$ cat src/rtl/poll_pkg.sv
package poll_pkg;
  typedef enum logic [1:0] {
    PS_IDLE,
    PS_STATUS,
    PS_RECHECK,
    PS_FINAL
  } poll_state_t;

  typedef struct packed {
    logic match;
    logic tout;
  } poll_flags_t;
endpackage

$ cat src/rtl/poll_fsm.sv
module poll_fsm #(
  parameter int unsigned ADDR_W   = 24,
  parameter int unsigned DATA_W   = 16
) (
  input  logic                  clk,
  input  logic                  rst,
  input  logic                  start,
  input  logic                  erase_mode,
  input  logic                  exp_poll_bit,
  input  logic [ADDR_W-1:0]     poll_addr,
  input  logic                  rd_valid,
  input  logic [DATA_W-1:0]     rd_data,
  input  poll_pkg::poll_flags_t flags,
  input  logic                  lim_last,
  output logic                  exp_bit,
  output logic                  lim_clear,
  output logic                  lim_inc,
  output logic                  rd_req,
  output logic [ADDR_W-1:0]     rd_addr,
  output logic                  done,
  output logic                  pass,
  output logic [DATA_W-1:0]     final_word
);
  import poll_pkg::*;

  poll_state_t state;
  logic        take;

  assign take      = rd_valid && !rd_req;
  assign lim_clear = (state == PS_IDLE) && start;
  assign lim_inc   = (state == PS_STATUS) && take && !flags.match && !flags.tout;

  always_ff @(posedge clk) begin
    if (rst) begin
      state      <= PS_IDLE;
      rd_req     <= 1'b0;
      rd_addr    <= '0;
      done       <= 1'b0;
      pass       <= 1'b0;
      final_word <= '0;
      exp_bit    <= 1'b0;
    end else begin
      rd_req <= 1'b0;
      done   <= 1'b0;
      case (state)
        PS_IDLE: begin
          if (start) begin
            rd_addr    <= poll_addr;
            exp_bit    <= erase_mode ? 1'b1 : exp_poll_bit;
            pass       <= 1'b0;
            final_word <= '0;
            rd_req     <= 1'b1;
            state      <= PS_STATUS;
          end
        end
        PS_STATUS: begin
          if (take) begin
            if (flags.match) begin
              rd_req <= 1'b1;
              state  <= PS_FINAL;
            end else if (flags.tout) begin
              rd_req <= 1'b1;
              state  <= PS_RECHECK;
            end else if (lim_last) begin
              done  <= 1'b1;
              pass  <= 1'b0;
              state <= PS_IDLE;
            end else begin
              rd_req <= 1'b1;
            end
          end
        end
        PS_RECHECK: begin
          if (take) begin
            if (flags.match) begin
              rd_req <= 1'b1;
              state  <= PS_FINAL;
            end else begin
              done  <= 1'b1;
              pass  <= 1'b0;
              state <= PS_IDLE;
            end
          end
        end
        PS_FINAL: begin
          if (take) begin
            final_word <= rd_data;
            done       <= 1'b1;
            pass       <= 1'b1;
            state      <= PS_IDLE;
          end
        end
        default: state <= PS_IDLE;
      endcase
    end
  end

  assert_req_pulse_R2: assert property (@(posedge clk) disable iff (rst)
    rd_req |=> !rd_req);

  assert_addr_hold_R2: assert property (@(posedge clk) disable iff (rst)
    (state != PS_IDLE) |=> $stable(rd_addr));

  assert_done_pulse_R8: assert property (@(posedge clk) disable iff (rst)
    done |=> !done);

  assert_pass_stable_R8: assert property (@(posedge clk) disable iff (rst)
    !(state == PS_IDLE && start) |=> (done || $stable(pass)));

  assert_req_not_done_R9: assert property (@(posedge clk) disable iff (rst)
    !(rd_req && done));
endmodule

$ cat config.mk
export PLATFORM = sky130hd
export DESIGN_NAME = poll_fsm
export DESIGN_NICKNAME = d
export VERILOG_FILES = /design/src/rtl/poll_pkg.sv /design/src/rtl/poll_fsm.sv
export SDC_FILE = /design/constraint.sdc
export NUM_CORES = 1
export LEC_CHECK = 0
export BUFFER_PORTS_ARGS = -buffer_cell sky130_fd_sc_hd__buf_4
export CAP_MARGIN = 0
export CORE_MARGIN = 4
export CORE_UTILIZATION = 47
export DETAILED_ROUTE_END_ITERATION = 12
export GPL_TIMING_DRIVEN = 0
export PLACE_DENSITY_LB_ADDON = 0.2
export SETUP_SLACK_MARGIN = 0.2
export SLEW_MARGIN = 20
export SYNTH_ARGS = -nofsm -noshare
export SYNTH_HDL_FRONTEND = slang
export SYNTH_SLANG_ARGS = --single-unit
$ cat constraint.sdc
create_clock -name clk -period 5.6 [get_ports clk]
set_input_delay 0.28 -clock clk [delete_from_list [all_inputs] [get_ports clk]]
set_output_delay 0.28 -clock clk [all_outputs]
set_load 0.02 [all_outputs]
After elaboration in Yosys (flattened, before gate mapping)
Cells that the tools add are included.

Eq/ne operators: 12. Muxes and demuxes: 38. Reductions and logical operators: 14.

Operators with widths (number): 2-to-1 mux 16 bit (2); one-hot mux 16 bit (2 select lines) (1); 2-to-1 mux 1 bit (23); 2-to-1 mux 2 bit (8); inequality test 2 bit (second input constant) (8); one-hot mux 2 bit (4 select lines) (1); AND reduction 8 bit (1); one-hot mux 1 bit (3 select lines) (2); logical AND 1 bit (5); AND reduction 5 bit (1); equality test 2 bit (second input constant) (2); inequality test 4 bit (second input constant) (1); one-hot mux 1 bit (4 select lines) (1); logical NOT 1 bit (3); AND reduction 3 bit (1); equality test 2 x 1 -> 1 bit (second input constant) (1); logical NOT 2 bit (1); AND reduction 2 bit (1); nonzero test 2 bit (1).

Register bits after elaboration: 46. Logic and storage cells: 71. Output and inout bits: 46. Input port bits: 49.

Logic depth before layout (Yosys ltp)
Gate-level depths: netlist of run 1.

Word-level depth: 5. Gate-level depth with buffers: 7. Depth with buffers taken out: 6.

Least setup slack after synthesis of run 1
Ideal clock, no wire load.

Path type: reg2reg. Start point: register state[0]. End point: register state[1]. Arrival: 1691 ps. Library setup time: 70 ps. Clock period less this slack: 1761 ps. Cell stages (with the launch flop): 7. Buffers on the path: 0. Path slack: 3839 ps. Data required time: 5530 ps. Path through: dfxtp_1 > inv_1 > ha_1 > or3_1 > a211o_1 > a211o_1 > a21oi_1.

Longest elaborated chain between the ends: 3. Elaborated cells on any way between the ends: 11. Those cells by class: eq/ne: 8; mux: 1; reduce/logical: 2.

Ends and longest elaborated chain: from (decl) (line poll_fsm.sv:26) `poll_state_t state;`; from (signal assigned) (line poll_fsm.sv:35) `state <= PS_IDLE;`; from (signal assigned) (line poll_fsm.sv:53) `state <= PS_STATUS;`; from (signal assigned) (line poll_fsm.sv:60) `state <= PS_FINAL;`; equality test 2 x 1 -> 1 bit (tied with other cells) (line poll_fsm.sv:45) `case (state)`; inequality test 4 bit (no line) / inequality test 2 bit (equally long branches); AND reduction 5 bit (no line).

Parallel ways exist; a longest one is shown, timed or not. A chain may end at the register's enable or synchronous reset.

Worst setup path in the final report of run 1
Start point: register state[0]. End point: output port lim_clear.

Longest elaborated chain between the ends: 2.

Ends and longest elaborated chain: logical NOT 2 bit (line poll_fsm.sv:30) `assign lim_clear = (state == PS_IDLE) && start;`; logical AND 1 bit (line poll_fsm.sv:30); to (decl) (line poll_fsm.sv:16) `output logic lim_clear,`.

No other way between the ends.

==> metrics.yaml, run 1 <==
status:
  status: "finished, final reports clean"
synth:
  syn_area_sq_mm: 0.00178
  synth_common_cells: "nand2_1, dfxtp_1, a21oi_1"
  ys_types: 24
  synth.most_common_cell: "nand2_1"
  syn_area_per_cell_sq_um: 8.03
  netlist_top_cells_area: "dfxtp_1, nand2_1, a21oi_1, nand3_1, ha_1"
  yosysWarnings: 0
  dominantRegCellSynth: "dfxtp_1"
  synth.largest_area_cell: "dfxtp_1"
  syn_nets: 275
  synth-seq-cells: 46
  seq_area_frac_synth_pct: 51.9
  synth_top_area_share_pct: 51.9
  synth_edf_count: 0
  synth_cells: 221
  async_reset_ff_share_pct: 0
finish:
  nNetsFinal: 376
  area_growth_pct: 48.0
  n_antenna_cell: 0
  drive_gt1_share_pct: 31.9
  nFillCells: 327
  fin_cells: 371
grt:
  grt_overflow: 0
  grt_pass1_vias: 1761
  antenna_found_initial: 0
  grt_pass1_wl_um: 7700
  grtUsageTotal_pct: 19.2
  grt_max_degree: 15
floorplan:
  num_rows: 22
  initial_core_util_pct: 48.5
  io_pins: 95
  die_h_um: 69.5
  die_w_um: 69.5
  coreArea_sq_mm: 0.00366
  die_area_sq_mm: 0.00482
placed_design:
  dp_cells: 363
  io_buffers: 94
  gp_congestion: 0.780
  place_ws_ps: 3560
  place_hpwl_um: 3510
pwr:
  total_power_uw: 797
  peakVddDrop_mv: 0.190
  clockPowerShare_pct: 24.8
  p_sw_share_pct: 33.1
  powerDensity_mw_per_mm2: 303
  pwr-share-comb_pct: 29.4
  cell_internal_pwr_uw: 533
  power_switching_uw: 263
  p_leak_nw: 1.15
  power_frac_seq_pct: 45.8
timing:
  fin_crit_sh_pct: 42.1
  slew_headroom_pct: 64.6
  setup_viol: 0
  timing.fmax_mhz: 424
  layout_min_cycle_time_ps: 2360
  finalHoldViolCount: 0
  slew_violations: 0
  tns_ps: 0
  setup_ws_ps: 3240
  tightestPinTransition_ps: 530
  rsz0062_at_grt: "false"
  finClkSkew_ps: 11.0
clock_network:
  post_cts_buffers: 0
  cts_tree: "done"
  cts_inserted_buffers: 5
  clk_latency_ps: 290
  htreeDepth: 2
  cts.sinks: 46
  clk_pin_slew_ps: 90
  root_buffer: "clkbuf_8"
  post_cts_resized: 0
  cts-hold-fix-buffers: 0
  cts.path.max_buffers: 2
worst_setup_path:
  cp-start-kind: "flip-flop"
  cp_slowest_stage_delay_ps: 380
  cpMaxStageDelayCell: "dfxtp_1"
  cp_max_fo: 10
  arrival_ps: 2080
  path_class: "flip-flop to output pin"
  cp_cell_sequence: "inv_1 > ha_1 > nand2_1 > clkinv_1 > buf_1 > buf_4"
  cp-end-kind: "output pin"
  cp.required_ps: 5320
routing:
  wirelength_um: 4610
  vias: 1831
  maxUsedRoutingLayer: "met4"
  vias_per_cell: 4.94
  drtIter0Drc: 72
  first_pass_iters: 4
  wl_met3_um: 478
  detail-route-antenna-nets: 0
  wl_met1_um: 1940
  wire_per_inst_um: 12.4
  dr_wl_met2_um: 2170
  drc: 0
worst_hold_path:
  hp-class: "input pin to flip-flop"
run:
  drv_cap: 0
## layer usage
layer / up-vias / global-route usage (%)
met4: 0 / 3.69
met5: - / 0
met3: 2 / 9.57
met1: 829 / 22.5
met2: 61 / 31.8
li1: 939 / -
## worst max-delay path, delay by kind of cell (launching register included)
family,cells,cell delay (ps)
buffers and inverters,4,920
and+or+nand+nor,1,260
adders and majority gates,1,240
DFF,1,380
## per-stage QoR
step / util [%] / instance area, sq um / hold slack, ps
after floorplan: - / 1780 / 416
after global placement: 69.4 / 2540 / 439
after detailed placement: 69.4 / 2540 / 445
after CTS: 71.8 / 2630 / 216
after global routing: 71.8 / 2630 / 210
final: 71.8 / 2630 / 222
## area by class of cell
cell class | count | area (sq um) | area share [%]
tap | 48 | 60.1 | 2.29
multi-input combinational | 157 | 786 | 29.9
clock buffer | 6 | 72.6 | 2.76
buffer | 13 | 50.0 | 1.90
inverter | 5 | 18.8 | 0.714
sequential | 46 | 921 | 35.0
clock inverter | 2 | 13.8 | 0.524
timing repair buffer | 94 | 706 | 26.9
## worst paths after layout
kind,to,slack (ps),startpoint,depth (start not counted)
min reg2reg,final_word[15],450,final_word[15],2
max reg2reg,final_word[5],3550,state[0],7
max,lim_clear,3240,state[0],6
min,rd_addr[5],220,poll_addr[5],3
## cells in the final DEF, fill, tap and decap left out
cell,n
clkinv_1,1
nand3_1,17
a211oi_1,1
ha_1,5
clkinv_2,1
nor4b_1,2
nand2_1,68
a211o_1,3
nand2b_1,4
nor2_1,2
nor3b_1,2
buf_1,1
a211oi_2,1
a21oi_1,44
nor3_1,2
nor4_1,1
clkinv_4,1
o31ai_1,1
nor2b_1,1
o21ai_0,1
buf_2,1
or3_1,1
buf_4,94
clkbuf_1,12
inv_1,4
clkbuf_8,5
dfxtp_1,46
mux2i_1,1
## registers in the layout, indices dropped and copies added (netlist names)
signal and flops:
done 1, exp_bit 1, final_word 16, pass 1, rd_addr 24, rd_req 1
state 2
## power groups by stage
stage                     Sequential, mW  Combinational, mW  Clock, mW
after global placement             0.371              0.233          0
after floorplan                    0.398              0.114          0
after detailed placement           0.373              0.234          0
after global routing               0.368              0.260      0.214
final                              0.365              0.234      0.197
after CTS                          0.365              0.235      0.201
## cell families (layout without fill, tap and decap cells)
kind of cell	count (synthesis)	count (layout)	synth area share, %
DFF	46	46	51.9
and+or+nand+nor	100	100	24.5
muxes	1	1	0.564
AOI/OAI and AO/OA	51	51	15.7
buffers and inverters	18	120	3.88
adders and majority gates	5	5	3.52
(Power assumes the default switching activity.)
==> inputs of run 2 (changes only) <==
--- a/config.mk
+++ b/config.mk
@@ -5,10 +5,11 @@
 export SDC_FILE = /design/constraint.sdc
 export NUM_CORES = 1
 export LEC_CHECK = 0
+export ABC_AREA = 1
 export BUFFER_PORTS_ARGS = -buffer_cell sky130_fd_sc_hd__buf_4
 export CAP_MARGIN = 0
 export CORE_MARGIN = 4
-export CORE_UTILIZATION = 47
+export CORE_UTILIZATION = 45
 export DETAILED_ROUTE_END_ITERATION = 12
 export GPL_TIMING_DRIVEN = 0
 export PLACE_DENSITY_LB_ADDON = 0.2
==> constraint.sdc (replaced) <==
create_clock -name clk -period 2.4 [get_ports clk]
set_input_delay 0.12 -clock clk [delete_from_list [all_inputs] [get_ports clk]]
set_output_delay 0.12 -clock clk [all_outputs]
set_load 0.02 [all_outputs]
==> run 2 against run 1 <==
Compared with the run above: final cell count rose by 12%; worst hold slack got worse by 170 ps; worst setup slack got worse by 2600 ps; clock-buffer cell count did not move; critical endpoint unchanged; highest routed layer unchanged.
==> metrics.yaml, run 2 <==
status:
  status: "finished, final reports clean"
synth:
  netlist_top_cells_area: "dfxtp_1, nor2_1, nand2_1, o21ai_0, o21ai_1"
  syn_area_sq_mm: 0.00189
  ys_types: 20
  async_reset_ff_share_pct: 0
  syn_nets: 317
  synth_cells: 263
  seq_area_frac_synth_pct: 48.8
  synth.largest_area_cell: "dfxtp_1"
  synth_edf_count: 0
  synth-seq-cells: 46
  synth_common_cells: "nor2_1, nand2_1, dfxtp_1"
  dominantRegCellSynth: "dfxtp_1"
  synth.most_common_cell: "nor2_1"
  synth_top_area_share_pct: 48.8
  syn_area_per_cell_sq_um: 7.18
  yosysWarnings: 0
worst_setup_path:
  arrival_ps: 1680
  cpMaxStageDelayCell: "dfxtp_1"
  cp-end-kind: "output pin"
  cp_slowest_stage_delay_ps: 350
  path_class: "flip-flop to output pin"
  r2r.worst_path.cells: 9
  cp_cell_sequence: "inv_1 > ha_1 > nand2_2 > inv_2 > buf_2 > buf_4"
  cp-start-kind: "flip-flop"
  cp.required_ps: 2280
  cp_max_fo: 10
clock_network:
  cts_inserted_buffers: 5
  post_cts_resized: 0
  root_buffer: "clkbuf_8"
  clk_latency_ps: 300
  post_cts_buffers: 0
  cts-hold-fix-buffers: 0
  cts.sinks: 46
  cts.path.max_buffers: 2
  htreeDepth: 2
  clk_pin_slew_ps: 80
  cts_tree: "done"
timing:
  slew_violations: 0
  tns_ps: 0
  finClkSkew_ps: 7.17
  timing.fmax_mhz: 554
  layout_min_cycle_time_ps: 1800
  whs_ps: 50.3
  slew_headroom_pct: 71.8
  rsz0062_at_grt: "false"
  tightestPinTransition_ps: 424
  finalHoldViolCount: 0
  fin_crit_sh_pct: 75.2
  setup_viol: 0
pwr:
  clockPowerShare_pct: 13.4
  pwr-share-comb_pct: 51.4
  cell_internal_pwr_mw: 1.99
  peakVddDrop_mv: 0.556
  p_leak_nw: 1.36
  p_sw_share_pct: 41.8
  power_switching_mw: 1.43
  power_frac_seq_pct: 35.2
  powerDensity_mw_per_mm2: 1250
grt:
  grt_max_degree: 15
  grt_pass1_vias: 1794
  grtUsageTotal_pct: 18.5
  antenna_found_initial: 0
  grt_overflow: 0
  grt_pass1_wl_um: 7760
floorplan:
  die_area_sq_mm: 0.00530
  die_h_um: 72.8
  num_rows: 23
  io_pins: 95
  die_w_um: 72.8
  coreArea_sq_mm: 0.00403
  initial_core_util_pct: 46.9
finish:
  drive_gt1_share_pct: 31.6
  nFillCells: 396
  register_area_sq_um: 921
  finish.utilization_pct: 67.9
  top_register: "rd_addr"
  n_antenna_cell: 0
  multiInputGateArea_sq_um: 841
  layout_commonest_cell: "buf_4"
  final_cell_mix: "buf_4, nor2_1, nand2_1"
  top_regs: "rd_addr x24, final_word x16, state x2"
  nNetsFinal: 417
  fin_cells: 414
  area_growth_pct: 44.9
  largest_reg_flops: 24
placed_design:
  dp_cells: 406
  place_hpwl_um: 3580
  gp_congestion: 0.816
  io_buffers: 93
worst_hold_path:
  hold_depth: 3
  hp-class: "input pin to flip-flop"
routing:
  vias: 1922
  first_pass_iters: 4
  drc: 0
  vias_per_cell: 4.64
  wirelength_um: 4700
  wire_per_inst_um: 11.4
  drtIter0Drc: 29
  detail-route-antenna-nets: 0
run:
  drv_cap: 0
run 2: final timing paths:
| path | from | end | slack, ps |
|---|---|---|---|
| worst max-delay path | state[0] | lim_clear | 600 |
| worst min-delay path | exp_poll_bit | exp_bit | 50 |
| worst max register to register | state[0] | final_word[13] | 840 |
| worst min register to register | rd_addr[18] | rd_addr[18] | 490 |
run 2: metrics by stage:
step	worst slack [ps]	total power, mW	area (sq um)
floorplan	1010	2.31	1890
detailed placement	847	2.99	2650
finish	595	3.41	2740
CTS	563	3.45	2740
global placement	875	2.95	2650
global route	442	3.71	2740
run 2: layer usage:
metal  GRT usage [%]  vias up  part of all wire [%]
li1                -     1021                     -
met1            22.1      814                    43
met2            29.3       76                    44
met3            6.47       11                    11
met4            9.22        0                   2.4
met5               0        -                     0
run 2: logic make-up (layout without fill, tap and decap cells):
kind of cell               Yosys count  in the layout  synth area share (%)
adders and majority gates            5              5                  3.31
AOI/OAI and AO/OA                   46             46                  12.4
and+or+nand+nor                    140            140                  28.8
buffers and inverters               26            127                  6.69
DFF                                 46             46                  48.8
run 2: layout make-up:
type | count | share of cell area, %
Sequential cell | 46 | 33.7
Clock inverter | 2 | 0.503
Buffer | 14 | 2.88
Tap cell | 50 | 2.29
Timing Repair Buffer | 93 | 25.5
Multi-Input combinational cell | 191 | 30.7
Clock buffer | 6 | 2.65
Inverter | 12 | 1.74
run 2: power groups by stage:
| stage | combinational (mW) | sequential (mW) | clock [mW] |
|---|---|---|---|
| after floorplan | 0.763 | 1.55 | 0 |
| after global placement | 1.75 | 1.20 | 0 |
| after detailed placement | 1.77 | 1.22 | 0 |
| after CTS | 1.77 | 1.20 | 0.473 |
| after global routing | 1.97 | 1.24 | 0.501 |
| final | 1.76 | 1.20 | 0.457 |
run 2: worst max-delay path: cells and delay by family (launching register included):
kind	cells	cell delay (ps)
adders and majority gates	1	220
buffers and inverters	4	680
DFF	1	350
and+or+nand+nor	1	140
==> inputs of run 3 (changes only) <==
==> constraint.sdc (replaced) <==
create_clock -name clk -period 1.7 [get_ports clk]
set_input_delay 0.085 -clock clk [delete_from_list [all_inputs] [get_ports clk]]
set_output_delay 0.085 -clock clk [all_outputs]
set_load 0.02 [all_outputs]
==> run 3 against run 2 <==
Compared with the run above: worst setup slack worse by 340 ps; clock power up 41%; routed wire length up 5.8%; core utilization up 4.5 points; via count is 3.2% higher; clock skew barely moved.
==> metrics.yaml, run 3 (synthesis results as in run 2) <==
status:
  status: "finished, final reports clean"
worst_setup_path:
  cp-start-kind: "flip-flop"
  cp_max_fo: 10
  path_buf_inv: 4
  cp.required_ps: 1620
  cp_cell_sequence: "inv_4 > ha_4 > nand2_8 > inv_6 > buf_8 > buf_4"
  crit_start: "state[1]"
  cp_slowest_stage_delay_ps: 370
  r2r_start: "state[0]"
  cpMaxStageDelayCell: "dfxtp_4"
  cp-end-kind: "output pin"
  path_class: "flip-flop to output pin"
  arrival_ps: 1360
  cpLargestDelayFamily: "buffers and inverters"
timing:
  rsz0062_at_grt: "true"
  tns_ps: 0
  slew_headroom_pct: 71.5
  layout_min_cycle_time_ps: 1450
  finClkSkew_ps: 6.88
  slew_violations: 0
  tightestPinTransition_ps: 428
  setup_viol: 0
  finalHoldViolCount: 0
  timing.fmax_mhz: 690
  fin_crit_sh_pct: 85.2
floorplan:
  initial_core_util_pct: 46.9
  io_pins: 95
  num_rows: 23
  die_h_um: 72.8
  die_w_um: 72.8
  die_area_sq_mm: 0.00530
  coreArea_sq_mm: 0.00403
finish:
  largest_reg_flops: 24
  area_growth_pct: 54.5
  layout_commonest_cell: "buf_4"
  top_regs: "rd_addr x24, final_word x16, state x2"
  nNetsFinal: 428
  top_register: "rd_addr"
  fin_cells: 425
  nFillCells: 356
  final_cell_mix: "buf_4, nor2_1, nand2_1"
  n_antenna_cell: 0
  drive_gt1_share_pct: 36.5
routing:
  vias_per_cell: 4.67
  first_pass_iters: 4
  maxUsedRoutingLayer: "met4"
  wl_met1_um: 2090
  detail-route-antenna-nets: 0
  wl_met3_um: 551
  wirelength_um: 4970
  drc: 0
  wire_per_inst_um: 11.7
  vias: 1984
  dr_wl_met2_um: 2220
  drtIter0Drc: 58
clock_network:
  cts.path.max_buffers: 2
  cts-hold-fix-buffers: 0
  cts_inserted_buffers: 5
  htreeDepth: 2
  clk_pin_slew_ps: 80
  cts.sinks: 46
  cts_tree: "done"
  root_buffer: "clkbuf_8"
  clk_latency_ps: 300
placed_design:
  io_buffers: 93
  dp_cells: 406
  place_hpwl_um: 3580
  gp_congestion: 0.816
pwr:
  powerDensity_mw_per_mm2: 1760
  p_leak_nw: 1.44
  peakVddDrop_mv: 0.855
grt:
  grt_overflow: 0
  grt_pass1_vias: 1791
  grt_max_degree: 15
  grtUsageTotal_pct: 18.6
  grt_pass1_wl_um: 7830
  antenna_found_initial: 0
run:
  drv_cap: 0
worst_hold_path:
  hp-start: "exp_poll_bit"
  hp-class: "input pin to flip-flop"
-- run 3: cell type report --
type	instances	area [sq um]	share of cell area, %
buffer	14	97.6	3.34
clock buffer	6	72.6	2.49
clock inverter	2	13.8	0.472
inverter	12	60.1	2.06
multi-input combinational	191	901	30.9
sequential	46	928	31.8
tap	50	62.6	2.14
timing repair buffer	104	782	26.8
-- run 3: worst paths after layout --
| path | slack (ps) | cells after the start | to |
|---|---|---|---|
| max | 250 | 6 | lim_clear |
| min reg2reg | 490 | 2 | rd_addr[18] |
| max reg2reg | 290 | 9 | final_word[5] |
| min | 10 | 3 | exp_bit |
-- run 3: report_power, final --
group	switching (mW)	internal, mW	total, mW
Combinational	1.55	1.22	2.77
Clock	0.356	0.290	0.646
Sequential	0.230	1.49	1.72
-- run 3: worst register-to-register path, stage by stage, from the launching register on --
cell,delay (ps)
dfxtp_4,380
ha_4,160
buf_6,120
inv_6,60
nor2_2,50
nor2_4,210
buf_6,160
nand2_1,50
o21ai_1,70
nor2_1,50
-- run 3: metal layers --
metal  vias up  GRT usage, %
li1       1045             -
met1       847          22.6
met2        81          29.7
met3        11          6.34
met4         0          8.61
met5         -             0
-- run 3: per-stage QoR --
stage | util (%) | hold WS (ps) | power [mW] | setup slack, ps | cell area, sq um
after global placement | 65.7 | 321 | 4.17 | 175 | 2650
final | 72.4 | 14.2 | 5.14 | 252 | 2920
after global routing | 72.4 | 27.0 | 5.56 | 175 | 2920
after CTS | 68.6 | 4.36 | 4.93 | 212 | 2760
after floorplan | - | 224 | 3.26 | 308 | 1890
after detailed placement | 65.7 | 317 | 4.21 | 147 | 2650
-- run 3: timing repair --
action,CTS,global route
buffers inserted,0,9
endpoints found under the setup margin,33,17
pin swaps,0,3
cloned,0,2
gates resized for setup,10,22
